$ cat src/rtl/seq_pkg.sv
package seq_pkg;

   localparam logic [7:0] OPC_WREN  = 8'h06;
   localparam logic [7:0] OPC_WRDI  = 8'h04;
   localparam logic [7:0] OPC_RDSR  = 8'h05;
   localparam logic [7:0] OPC_WRSR  = 8'h01;
   localparam logic [7:0] OPC_READ  = 8'h03;
   localparam logic [7:0] OPC_WRITE = 8'h02;

   typedef enum logic [2:0] {
      CMD_NONE, CMD_WREN, CMD_WRDI, CMD_RDSR, CMD_WRSR, CMD_READ, CMD_WRITE
   } seq_cmd_e;

   typedef enum logic [2:0] {
      PH_OFF, PH_OP, PH_ADDR, PH_WDATA, PH_RDATA, PH_SRR, PH_SRW, PH_SKIP
   } seq_phase_e;

endpackage

$ cat src/rtl/seq_opdec.sv
module seq_opdec
   import seq_pkg::*;
(
   input  logic [7:0] op_byte,
   output seq_cmd_e   op_cmd
);
   always_comb begin
      unique case (op_byte)
         OPC_WREN:  op_cmd = CMD_WREN;
         OPC_WRDI:  op_cmd = CMD_WRDI;
         OPC_RDSR:  op_cmd = CMD_RDSR;
         OPC_WRSR:  op_cmd = CMD_WRSR;
         OPC_READ:  op_cmd = CMD_READ;
         OPC_WRITE: op_cmd = CMD_WRITE;
         default:   op_cmd = CMD_NONE;
      endcase
   end
endmodule

$ cat src/rtl/seq_addr_ctr.sv
module seq_addr_ctr #(
   parameter int ADDR_W     = 11,
   parameter int ADDR_BYTES = 2
) (
   input  logic              clk,
   input  logic              rst_n,
   input  logic              clr,
   input  logic              shift_en,
   input  logic [7:0]        shift_byte,
   input  logic              inc,
   output logic [ADDR_W-1:0] addr,
   output logic              last
);
   localparam int CAT_W = ADDR_W + 8;
   localparam int CNT_W = (ADDR_BYTES > 1) ? $clog2(ADDR_BYTES) : 1;

   logic [ADDR_W-1:0] addr_q;
   logic [CAT_W-1:0]  cat;
   logic [7:0]        cat_top_unused;

   assign cat            = {addr_q, shift_byte};
   assign cat_top_unused = cat[CAT_W-1:ADDR_W];

   always_ff @(posedge clk or negedge rst_n) begin
      if (!rst_n)        addr_q <= '0;
      else if (shift_en) addr_q <= cat[ADDR_W-1:0];
      else if (inc)      addr_q <= addr_q + 1'b1;
   end

   assign addr = addr_q;

   generate
      if (ADDR_BYTES == 1) begin : g_single
         logic clr_unused;
         assign clr_unused = clr;
         assign last       = shift_en;
      end else begin : g_multi
         logic [CNT_W-1:0] cnt_q;
         always_ff @(posedge clk or negedge rst_n) begin
            if (!rst_n)        cnt_q <= '0;
            else if (clr)      cnt_q <= '0;
            else if (shift_en) cnt_q <= cnt_q + 1'b1;
         end
         assign last = shift_en && (cnt_q == CNT_W'(ADDR_BYTES - 1));
      end
   endgenerate
endmodule

$ cat src/rtl/seq_rd_pipe.sv
module seq_rd_pipe (
   input  logic       clk,
   input  logic       rst_n,
   input  logic       flush,
   input  logic       active,
   input  logic       take,
   input  logic [7:0] rdata,
   output logic       re,
   output logic       valid,
   output logic [7:0] data
);
   logic       pend_q;
   logic       valid_q;
   logic [7:0] data_q;

   assign re = active && !valid_q && !pend_q && !flush;

   always_ff @(posedge clk or negedge rst_n) begin
      if (!rst_n) begin
         pend_q  <= 1'b0;
         valid_q <= 1'b0;
         data_q  <= '0;
      end else if (flush) begin
         pend_q  <= 1'b0;
         valid_q <= 1'b0;
      end else begin
         pend_q <= re;
         if (pend_q) begin
            data_q  <= rdata;
            valid_q <= 1'b1;
         end else if (take) begin
            valid_q <= 1'b0;
         end
      end
   end

   assign valid = valid_q;
   assign data  = data_q;
endmodule

$ cat src/rtl/serial_mem_sequencer.sv
module serial_mem_sequencer
   import seq_pkg::*;
#(
   parameter int ADDR_W     = 11,
   parameter int ADDR_BYTES = 2,
   parameter int WEL_POS    = 1
) (
   input  logic              clk,
   input  logic              rst_n,
   input  logic              frm_start,
   input  logic              frm_end,
   input  logic              rx_valid,
   input  logic [7:0]        rx_byte,
   input  logic              tx_take,
   output logic              tx_ready,
   output logic [7:0]        tx_byte,
   output logic [ADDR_W-1:0] mem_addr,
   output logic              mem_re,
   output logic              mem_we,
   output logic [7:0]        mem_wdata,
   input  logic [7:0]        mem_rdata,
   input  logic              prot_mem_ok,
   input  logic              prot_sr_ok,
   input  logic [7:0]        prot_status,
   output logic              sr_we,
   output logic [7:0]        sr_wdata
);
   generate
      if (ADDR_W < 1 || ADDR_W > 8 * ADDR_BYTES) begin : g_bad_addr
         $error("ADDR_W must fit inside ADDR_BYTES bytes");
      end
      if (ADDR_BYTES < 1) begin : g_bad_bytes
         $error("ADDR_BYTES must be at least 1");
      end
      if (WEL_POS < 0 || WEL_POS > 7) begin : g_bad_wel
         $error("WEL_POS must index a bit of the status byte");
      end
   endgenerate

   seq_phase_e phase_q;
   seq_cmd_e   cmd_q;
   seq_cmd_e   dec_cmd;
   logic       wel_q;
   logic       addr_last;
   logic       addr_shift;
   logic       addr_inc;
   logic       rd_valid;
   logic [7:0] rd_data;
   logic [7:0] stat_byte;
   logic       rd_active;
   logic       rd_take;

   seq_opdec u_dec (
      .op_byte (rx_byte),
      .op_cmd  (dec_cmd)
   );

   assign addr_shift = (phase_q == PH_ADDR) && rx_valid;
   assign rd_active  = (phase_q == PH_RDATA);
   assign rd_take    = rd_active && tx_take && rd_valid;
   assign addr_inc   = ((phase_q == PH_WDATA) && rx_valid) || rd_take;

   seq_addr_ctr #(
      .ADDR_W     (ADDR_W),
      .ADDR_BYTES (ADDR_BYTES)
   ) u_addr (
      .clk        (clk),
      .rst_n      (rst_n),
      .clr        (frm_start),
      .shift_en   (addr_shift),
      .shift_byte (rx_byte),
      .inc        (addr_inc),
      .addr       (mem_addr),
      .last       (addr_last)
   );

   seq_rd_pipe u_rd (
      .clk    (clk),
      .rst_n  (rst_n),
      .flush  (frm_start || frm_end),
      .active (rd_active),
      .take   (rd_take),
      .rdata  (mem_rdata),
      .re     (mem_re),
      .valid  (rd_valid),
      .data   (rd_data)
   );

   always_ff @(posedge clk or negedge rst_n) begin
      if (!rst_n) begin
         phase_q <= PH_OFF;
         cmd_q   <= CMD_NONE;
         wel_q   <= 1'b0;
      end else if (frm_end) begin
         phase_q <= PH_OFF;
         cmd_q   <= CMD_NONE;
         if (cmd_q == CMD_WRSR || cmd_q == CMD_WRITE) wel_q <= 1'b0;
      end else if (frm_start) begin
         phase_q <= PH_OP;
         cmd_q   <= CMD_NONE;
      end else begin
         unique case (phase_q)
            PH_OP: if (rx_valid) begin
               cmd_q <= dec_cmd;
               unique case (dec_cmd)
                  CMD_WREN:  begin wel_q <= 1'b1; phase_q <= PH_SKIP; end
                  CMD_WRDI:  begin wel_q <= 1'b0; phase_q <= PH_SKIP; end
                  CMD_RDSR:  phase_q <= PH_SRR;
                  CMD_WRSR:  phase_q <= PH_SRW;
                  CMD_READ,
                  CMD_WRITE: phase_q <= PH_ADDR;
                  default:   phase_q <= PH_SKIP;
               endcase
            end
            PH_ADDR: if (addr_last)
               phase_q <= (cmd_q == CMD_READ) ? PH_RDATA : PH_WDATA;
            PH_SRR:  if (tx_take)  phase_q <= PH_SKIP;
            PH_SRW:  if (rx_valid) phase_q <= PH_SKIP;
            default: phase_q <= phase_q;
         endcase
      end
   end

   always_comb begin
      stat_byte          = prot_status;
      stat_byte[WEL_POS] = wel_q;
   end

   assign mem_we    = (phase_q == PH_WDATA) && rx_valid && wel_q && prot_mem_ok;
   assign mem_wdata = rx_byte;
   assign sr_we     = (phase_q == PH_SRW) && rx_valid && wel_q && prot_sr_ok;
   assign sr_wdata  = rx_byte;
   assign tx_ready  = (phase_q == PH_SRR) || (rd_active && rd_valid);
   assign tx_byte   = (phase_q == PH_SRR) ? stat_byte : rd_data;
endmodule

$ cat config.mk
export PLATFORM = sky130hd
export DESIGN_NAME = serial_mem_sequencer
export DESIGN_NICKNAME = d
export VERILOG_FILES = /design/src/rtl/seq_pkg.sv /design/src/rtl/seq_opdec.sv /design/src/rtl/seq_addr_ctr.sv /design/src/rtl/seq_rd_pipe.sv /design/src/rtl/serial_mem_sequencer.sv
export SDC_FILE = /design/constraint.sdc
export NUM_CORES = 1
export LEC_CHECK = 0
export ABC_AREA = 1
export CORE_ASPECT_RATIO = 1.4
export CORE_MARGIN = 1
export CORE_UTILIZATION = 49
export CTS_CLUSTER_SIZE = 16
export DETAILED_ROUTE_END_ITERATION = 10
export GPL_TIMING_DRIVEN = 0
export HOLD_SLACK_MARGIN = 0.06
export PLACE_DENSITY = 0.86
export RECOVER_POWER = 50
export SYNTH_ARGS = -nofsm -noshare
export SYNTH_HDL_FRONTEND = slang
export SYNTH_HIERARCHICAL = 1
export SYNTH_SLANG_ARGS = --single-unit
$ cat constraint.sdc
create_clock -name clk -period 3.5 [get_ports clk]
set_clock_uncertainty 0.05 [all_clocks]
set_input_delay 0.7 -clock clk [delete_from_list [all_inputs] [get_ports clk]]
set_output_delay 0.7 -clock clk [all_outputs]
set_load 0.02 [all_outputs]
* Word-level counts from Yosys, hierarchy flattened *
Index checks and enable logic that the tools add are counted.

word-level totals
  flip-flop bits (word level) = 29
  output and inout bits = 39

operators by class
  $add $sub $neg = 2
  equal/unequal tests = 27
  muxes and demuxes = 29
  bitwise logic cells = 1
  reductions and logical operators = 35

operators with widths
  cell                                                                      number
  3-bit 2-to-1 mux                                                          11
  3-bit == test (second input constant)                                     9
  8-bit by 3-bit == test with 1-bit output (second input constant)          3
  11-bit 2-to-1 mux                                                         2
  3-bit one-hot mux with 6 select lines                                     1
  8-bit by 2-bit == test with 1-bit output (second input constant)          2
  4-bit inequality test (second input constant)                             4
  1-bit logical AND                                                         14
  3-bit by 2-bit == test with 1-bit output (second input constant)          4
  3-bit one-hot mux with 4 select lines                                     1
  3-bit nonzero test                                                        4
  11-bit by 1-bit adder with 11-bit output (second input constant)          1
  1-bit 2-to-1 mux                                                          11
  5-bit AND reduction                                                       2
  3-bit one-hot mux with 3 select lines                                     1
  8-bit by 1-bit == test with 1-bit output (second input constant)          1
  8-bit 2-to-1 mux                                                          1
  2-bit nonzero test                                                        4
  3-bit by 1-bit == test with 1-bit output (second input constant)          2
  6-bit nonzero test                                                        1
  1-bit logical OR                                                          4
  2-bit by 1-bit inequality test with 1-bit output (second input constant)  2
  2-bit AND reduction                                                       2
  1-bit logical NOT                                                         3
  other kinds (4)                                                           4

* Longest topological paths before layout *
Gate-level depths: netlist (run 1).

  depth in word-level cells = 9
  depth in mapped cells = 13
  gate-level depth less buffers = 13

* Hierarchy *
The synthesis (run 1) kept the hierarchy.

modules (own cells, without submodules)
  module                times used  cells each  area an instance (um^2)  seq. area each (um^2)
  serial_mem_sequencer  1           127         785.8                    175.2
  seq_addr_ctr          1           93          711.9                    300.3
  seq_rd_pipe           1           44          400.4                    250.2
  seq_opdec             1           28          126.4                    0.0

* Worst setup path before layout (run 1) *
No wires, ideal clock.

  kind = input to output
  start = input port frm_end
  end = output port mem_re
  data arrival time = 1.576 ns
  slack = 1.174 ns
  stages on the path = 4
  buffers on the path = 0
  cell sequence = nor2_2 -> inv_1 -> or2_1 -> nor2_1

on the way
  word-level cells in the longest chain between the ends = 3

RTL lines
  what               RTL line                    text
  start, declared    serial_mem_sequencer.sv:11  input logic frm_end,
  1-bit logical OR   serial_mem_sequencer.sv:80  .flush (frm_start || frm_end),
  1-bit logical NOT  seq_rd_pipe.sv:16           assign re = active && !valid_q && !pend_q && !flush;
  1-bit logical AND  seq_rd_pipe.sv:16
  end, declared      serial_mem_sequencer.sv:18  output logic mem_re,

No other way between the ends.

* Worst setup path in the final report (run 1) *
Ends and elaborated chain as after synthesis.

==> results.yml, run 1 <==
floorplan:
  start_util_pct: 51.22
  die_x_microns: 56.33
  coreArea_sq_um: 3953
  die_height_microns: 78.05
  die_area_sq_um: 4396
  placement_rows: 27
  io_pins: 71
grt:
  grt_pass1_vias: 2051
  grt_max_degree: 30
  antenna_found_initial: 0
  grt-ovfl-total: 0
  track_usage_pct: 25.54
  grt_use_met1_pct: 26.91
  grt.busiest_layer: "met2"
  grt_pass1_wl_microns: 8887
  grt_use_met2_pct: 48.21
  grt.met3_usage_pct: 4.778
setup_path:
  cpLargestDelayFamily: "buffers and inverters"
  cp_slowest_stage_delay_ns: 0.62
  crit_path_cell_trace: "clkdlybuf4s50_1, nor2_4, inv_1, or2_1, nor2_1, clkdlybuf4s50_1"
  crit_type: "input port to output port"
  setup.worst_path.start_class: "input port"
  crit_fanout: 9
  path_buf_inv: 3
  critPathMostFrequentCell: "clkdlybuf4s50_1"
  r2r-start: "phase_q[2]$_DFFE_PN0P_"
  slowest_stage: "clkdlybuf4s50_1"
  cp.depth: 6
  r2r_cells: 7
  r2r-end: "u_addr/addr[3]$_DFFE_PN0P_"
  r2r_slack_ns: 1.44
  arrival_ns: 2.50
  crit_required_ns: 2.75
  worst_setup_path_end_kind: "output port"
routing:
  drc: 0
  postRouteWirelength_microns: 5115
  vias: 2131
  first_pass_iters: 4
  viasPerCell: 5.185
  route.antenna.remaining_nets: 0
  post_drt_wl_per_cell_microns: 12.45
  initialDrtViolationCount: 63
finish:
  layout_common_cells: "nand2_1 (101), clkdlybuf4s50_1 (63), dfrtp_1 (29)"
  regArea_sq_um: 725.7
  nNetsFinal: 401
  fillers: 326
  final_common_cell: "nand2_1"
  layout-drive-gt1-share_pct: 12.77
  diodes: 0
  area_growth_pct: 40.73
  multiInputGateArea_sq_um: 1028
timing:
  timing_hold_violations_final: 0
  fin_crit_sh_pct: 92.82
  tns_ns: 0
  slew_headroom_pct: -6.994
  worstMarginPinSlew_ns: 1.605
  setup_viol: 0
  whs_ns: 0.4191
  min_period_ns: 3.249
  slew_violations: 30
  rsz0062_at_grt: "no"
  timing.fmax_mhz: 307.8
yosys:
  synth_edf_count: 0
  synthTopCellsByArea: "dfrtp_1 (36%), nand2_1 (19%), nand3_1 (6.9%)"
  ys_async_sr_fraction_pct: 100.0
  yosys_warnings: 6
  synthesis.nets: 325
  syn_area_sq_um: 2024
  ys_ff_latch: 29
  postSynthAreaPerCell_sq_um: 6.933
  ys.flop_type: "dfrtp_1"
  synth.distinct_cells: 32
  synth_top_cell_area_share_pct: 35.85
  yosysSeqAreaShare_pct: 35.85
  synth_top_cell_by_area: "dfrtp_1"
  synthCells: 292
cts:
  cts-root-buf: "clkbuf_8"
  clk_pin_slew_ns: 0.06
  cts_setup_buffers: 0
  cts_buffer_depth: 2
  cts_hold_buf: 0
  clkLatencyLatePin_ns: 0.28
  cts_made_buffers: 5
  h-tree-depth: 2
  cts_tree: "yes"
  clock_sinks: 29
placement:
  post-dp-hpwl_microns: 3838
  globalplace.congestion: 0.8828
  port_buffers: 69
status:
  violations: "max-capacitance violations, max-slew violations"
  status: "complete, but fails checks"
pwr:
  seqPwrFrac_pct: 39.2
  p_leak_nw: 1.369
  peakVddDrop_v: 0.0004421
  power_density_nw_per_um2: 471.7
  p_sw_w: 0.0005165
  combPwrFrac_pct: 40.2
  p_int_w: 0.0008274
  power.share.clock_pct: 20.6
  p_sw_share_pct: 38.43
worst_hold_path:
  min_from: "u_rd/data[6]$_DFFE_PN0P_"
  hold_end: "u_rd/data[6]$_DFFE_PN0P_"
  hp-class: "flip-flop to flip-flop"
  hold_depth: 2
flow_run:
  max-cap-violations: 1
==> registers in the layout, indices dropped and copies added (netlist names) <==
| register | cells |
|---|---|
| wel_q | 1 |
| u_rd/data | 8 |
| phase_q | 3 |
| u_rd/pend_q | 1 |
| u_addr/g_multi.cnt_q | 1 |
| u_addr/addr | 11 |
| u_rd/valid | 1 |
| cmd_q | 3 |
==> power by group through the flow <==
stage | logic, W | clock network (W) | registers, W
floorplan | 0.000236 | 0 | 0.000576
global placement | 0.000534 | 0 | 0.000527
detailed placement | 0.000548 | 0 | 0.000532
CTS | 0.000552 | 0.000286 | 0.000528
global route | 0.000589 | 0.000297 | 0.000541
finish | 0.000541 | 0.000277 | 0.000526
==> Yosys cell counts, types with 2 or more instances <==
master / count
nor3_1: 3
dfrtp_1: 29
nor2_2: 3
o21ai_1: 8
inv_2: 9
buf_4: 17
nand4_1: 2
a21oi_1: 6
nand3_1: 28
nor2_1: 24
o21ai_0: 2
nand2_1: 100
a22oi_1: 7
nand3_2: 3
xor2_1: 3
o22ai_1: 2
inv_1: 26
nand2_2: 5
nor2_4: 2
==> metrics by stage <==
stage	setup WS (ns)	utilization [%]	instances	total power [W]	instance area, sq um
finish	0.2514	72.08	411	0.001344	2849
global route	0.1187	72.08	411	0.001427	2849
CTS	0.1130	72.24	411	0.001366	2855
detailed placement	0.1198	70.05	404	0.001080	2769
global placement	0.1059	70.05	404	0.001061	2769
floorplan	1.174	-	292	0.0008112	2024
==> timing repair <==
item	in CTS	in global routing
hold endpoints to repair	0	0
endpoints found under the setup margin	0	1
gates resized for setup	0	1
==> area by class of cell <==
| type | instances | share of cell area, % |
|---|---|---|
| Buffer | 18 | 4.875 |
| Clock buffer | 7 | 3.030 |
| Inverter | 35 | 4.611 |
| Multi-Input combinational cell | 210 | 36.10 |
| Sequential cell | 29 | 25.47 |
| Tap cell | 43 | 1.888 |
| Timing Repair Buffer | 69 | 24.02 |
==> worst min-delay path, stage by stage, from the launching register on <==
cell	delay [ns]
dfrtp_1	0.34
nand2_1	0.05
nand2_1	0.05
==> cells by family (layout without fill, tap and decap cells) <==
group | Yosys count | count (layout) | share of synthesized area, %
compound gates | 30 | 30 | 9.148
fa+ha+maj | 1 | 1 | 0.6179
flops | 29 | 29 | 35.85
buf+inv | 53 | 129 | 13.35
xor+xnor | 3 | 3 | 1.298
simple gates | 176 | 176 | 39.74
==> worst max path at each step <==
stage | from | end | slack [ns]
after floorplan | frm_end | mem_re | 1.17
after global placement | frm_start | mem_re | 0.11
after detailed placement | frm_start | mem_re | 0.12
after CTS | frm_start | mem_re | 0.11
after global routing | frm_start | mem_re | 0.12
final | frm_end | mem_re | 0.25
==> per-layer routing <==
layer	wire length, microns	vias up	part of all wire, %
met3	233	14	4.6
met2	2817	77	55
met4	139	0	2.7
li1	-	1062	-
met1	1924	978	38
met5	0	-	0
(Power assumes the default switching activity.)
==> run 2, diff against run 1 <==
Settings changed: CTS_CLUSTER_DIAMETER from default to 40.
==> results of run 2 <==
Final layout, timing and power as in run 1 (identical DEF).
==> run 3, diff against run 2 <==
Settings changed: ABC_AREA 1 to 0, CAP_MARGIN from default to 0, CORE_UTILIZATION 49 to 40, PLACE_DENSITY 0.86 to 0.76.
Clock period 3.5 ns to 2.8 ns, I/O delays scaled along.
==> results.yml, run 3 <==
status:
  status: "complete, but fails checks"
  violations: "max-capacitance violations, max-slew violations"
floorplan:
  die_x_microns: 60.55
  placement_rows: 29
  start_util_pct: 41.98
  coreArea_sq_um: 4572
  io_pins: 71
  die_height_microns: 83.96
  die_area_sq_um: 5083
routing:
  first_pass_iters: 6
  initialDrtViolationCount: 48
  post_drt_wl_per_cell_microns: 13.25
  postRouteWirelength_microns: 4400
  vias: 1712
  drc: 0
  viasPerCell: 5.157
  route.antenna.remaining_nets: 0
timing:
  setup_viol: 0
  min_period_ns: 2.712
  timing_hold_violations_final: 0
  tns_ns: 0
  slew_headroom_pct: -2.793
  rsz0062_at_grt: "no"
  timing.fmax_mhz: 368.7
  fin_crit_sh_pct: 96.87
  setup_slack_ns: 0.08752
  whs_ns: 0.4417
  worstMarginPinSlew_ns: 1.542
  slew_violations: 30
cts:
  clk_pin_slew_ns: 0.07
  cts-root-buf: "clkbuf_8"
  cts_hold_buf: 0
  cts_made_buffers: 5
  h-tree-depth: 2
  cts_buffer_depth: 2
  clkLatencyLatePin_ns: 0.29
  clock_sinks: 29
  cts_tree: "yes"
finish:
  layout-drive-gt1-share_pct: 17.41
  area_growth_pct: 43.29
  nNetsFinal: 302
  diodes: 0
  final_common_cell: "clkdlybuf4s50_1"
  largest_reg_flops: 11
  layout_common_cells: "clkdlybuf4s50_1 (62), dfrtp_1 (29), nor2_1 (21)"
pwr:
  p_int_w: 0.0009492
  power_w: 0.001424
  combPwrFrac_pct: 32.2
  peakVddDrop_v: 0.0003519
  seqPwrFrac_pct: 40.9
  p_sw_w: 0.0004744
  p_leak_nw: 1.124
  power_density_nw_per_um2: 517.7
  p_sw_share_pct: 33.32
  power.share.clock_pct: 26.8
grt:
  grt_pass1_wl_microns: 7127
  grt_pass1_vias: 1637
  antenna_found_initial: 0
  track_usage_pct: 18.43
  grt_max_degree: 30
  grt-ovfl-total: 0
placement:
  post-dp-hpwl_microns: 3479
  place_worst_setup_slack_ns: -0.6403
  port_buffers: 69
  globalplace.congestion: 0.8372
setup_path:
  worst_setup_path_end_kind: "output port"
  crit_fanout: 9
  crit_path_start: "frm_end"
  arrival_ns: 2.10
  r2r-end: "u_addr/addr[7]$_DFFE_PN0P_"
  r2r_cells: 9
  crit_type: "input port to output port"
  r2r_slack_ns: 0.28
  r2r-start: "phase_q[2]$_DFFE_PN0P_"
  setup.worst_path.start_class: "input port"
  crit_required_ns: 2.19
  endpoint: "mem_re"
flow_run:
  max-cap-violations: 1
yosys:
  post_synth_xor_area_fraction_pct: 3.194
  synth_top_cell_by_area: "dfrtp_1"
  synth_top_cell_area_share_pct: 37.81
  yosysSeqAreaShare_pct: 37.81
  ys.flop_type: "dfrtp_1"
  ys_ff_latch: 29
  yosysMostFrequentCell: "dfrtp_1"
  ys_async_sr_fraction_pct: 100.0
  synth_commonest_cells: "dfrtp_1 (29), nor2_1 (20), buf_4 (17)"
  synth_edf_count: 0
  synthTopCellsByArea: "dfrtp_1 (38%), buf_4 (6.6%), mux2_4 (6.3%)"
  synth.distinct_cells: 49
  synthesis.nets: 227
  synth_top_family_by_area: "simple AND/OR/NAND/NOR gates"
  postSynthAreaPerCell_sq_um: 9.894
  syn_area_sq_um: 1919
  synthAdderAreaFrac_pct: 0.6519
  synth_compound_area_share_pct: 9.648
  synthCells: 194
  yosys_warnings: 6
  synth_mux_area_share_pct: 14.60
  yosys.area_share.simple_pct: 23.73
worst_hold_path:
  hp-class: "flip-flop to flip-flop"
[run 3: metrics by stage]
| stage | instances | instance area, sq um | util [%] |
|---|---|---|---|
| 3_3_place_gp | 325 | 2688 | 58.78 |
| 3_5_place_dp | 325 | 2688 | 58.78 |
| 2_1_floorplan | 194 | 1919 | - |
| 4_1_cts | 332 | 2794 | 61.11 |
| 5_1_grt | 332 | 2750 | 60.15 |
| 6_report | 332 | 2750 | 60.15 |
[run 3: area by class of cell]
cell class                      instances  area (sq um)
Buffer                                 22         168.9
Clock buffer                            7         96.34
Clock inverter                          1         5.005
Fill cell                             413          1822
Inverter                                5         18.77
Multi-Input combinational cell        137         972.2
Sequential cell                        29         725.7
Tap cell                               62         77.57
Timing Repair Buffer                   69         685.7
[run 3: worst min path at each step]
stage,startpoint,to,slack [ns],cells after the start
global placement,u_rd/pend_q$_DFF_PN0_,u_rd/pend_q$_DFF_PN0_,0.42,1
CTS,u_rd/pend_q$_DFF_PN0_,u_rd/pend_q$_DFF_PN0_,0.44,1
detailed placement,u_rd/pend_q$_DFF_PN0_,u_rd/pend_q$_DFF_PN0_,0.43,1
global route,u_rd/data[5]$_DFFE_PN0P_,u_rd/data[5]$_DFFE_PN0P_,0.46,1
floorplan,rst_n,cmd_q[0]$_DFFE_PN0P_,0.21,0
finish,u_rd/pend_q$_DFF_PN0_,u_rd/pend_q$_DFF_PN0_,0.44,1
[run 3: worst max-delay path, cell delays in order]
cell and delay (ns):
clkdlybuf4s50_1 0.46, or2_2 0.32, buf_6 0.15, nor4b_2 0.30
clkdlybuf4s15_2 0.30
[run 3: metal layers]
metal  vias up  global-route usage [%]  wire, microns
met5         -                       0              0
met4         0                   6.818             69
met3         8                   4.806            246
met2        66                   33.27           2382
met1       809                   19.53           1701
li1        829                       -              -
[run 3: power by group through the flow]
| stage | clock [W] | combinational, W | sequential [W] |
|---|---|---|---|
| detailed placement | 0 | 0.000474 | 0.000590 |
| global route | 0.000410 | 0.000500 | 0.000592 |
| finish | 0.000382 | 0.000459 | 0.000582 |
| CTS | 0.000392 | 0.000474 | 0.000582 |
| floorplan | 0 | 0.000180 | 0.000634 |
| global placement | 0 | 0.000461 | 0.000590 |
[run 3: kinds of logic (layout without fill, tap and decap cells)]
family | count (synthesis) | after routing
AOI/OAI and AO/OA | 27 | 27
buffers and inverters | 28 | 104
and+or+nand+nor | 79 | 79
xor gates and xnor gates | 7 | 7
muxes | 23 | 23
adders and majority gates | 1 | 1
DFF | 29 | 29
[run 3: what timing repair did]
item / in CTS / in global routing
setup buffers: 0 / 0
pin swaps: 0 / 0
resized for setup: 6 / 3
endpoints found under the setup margin: 4 / 2
hold endpoints to repair: 0 / 0
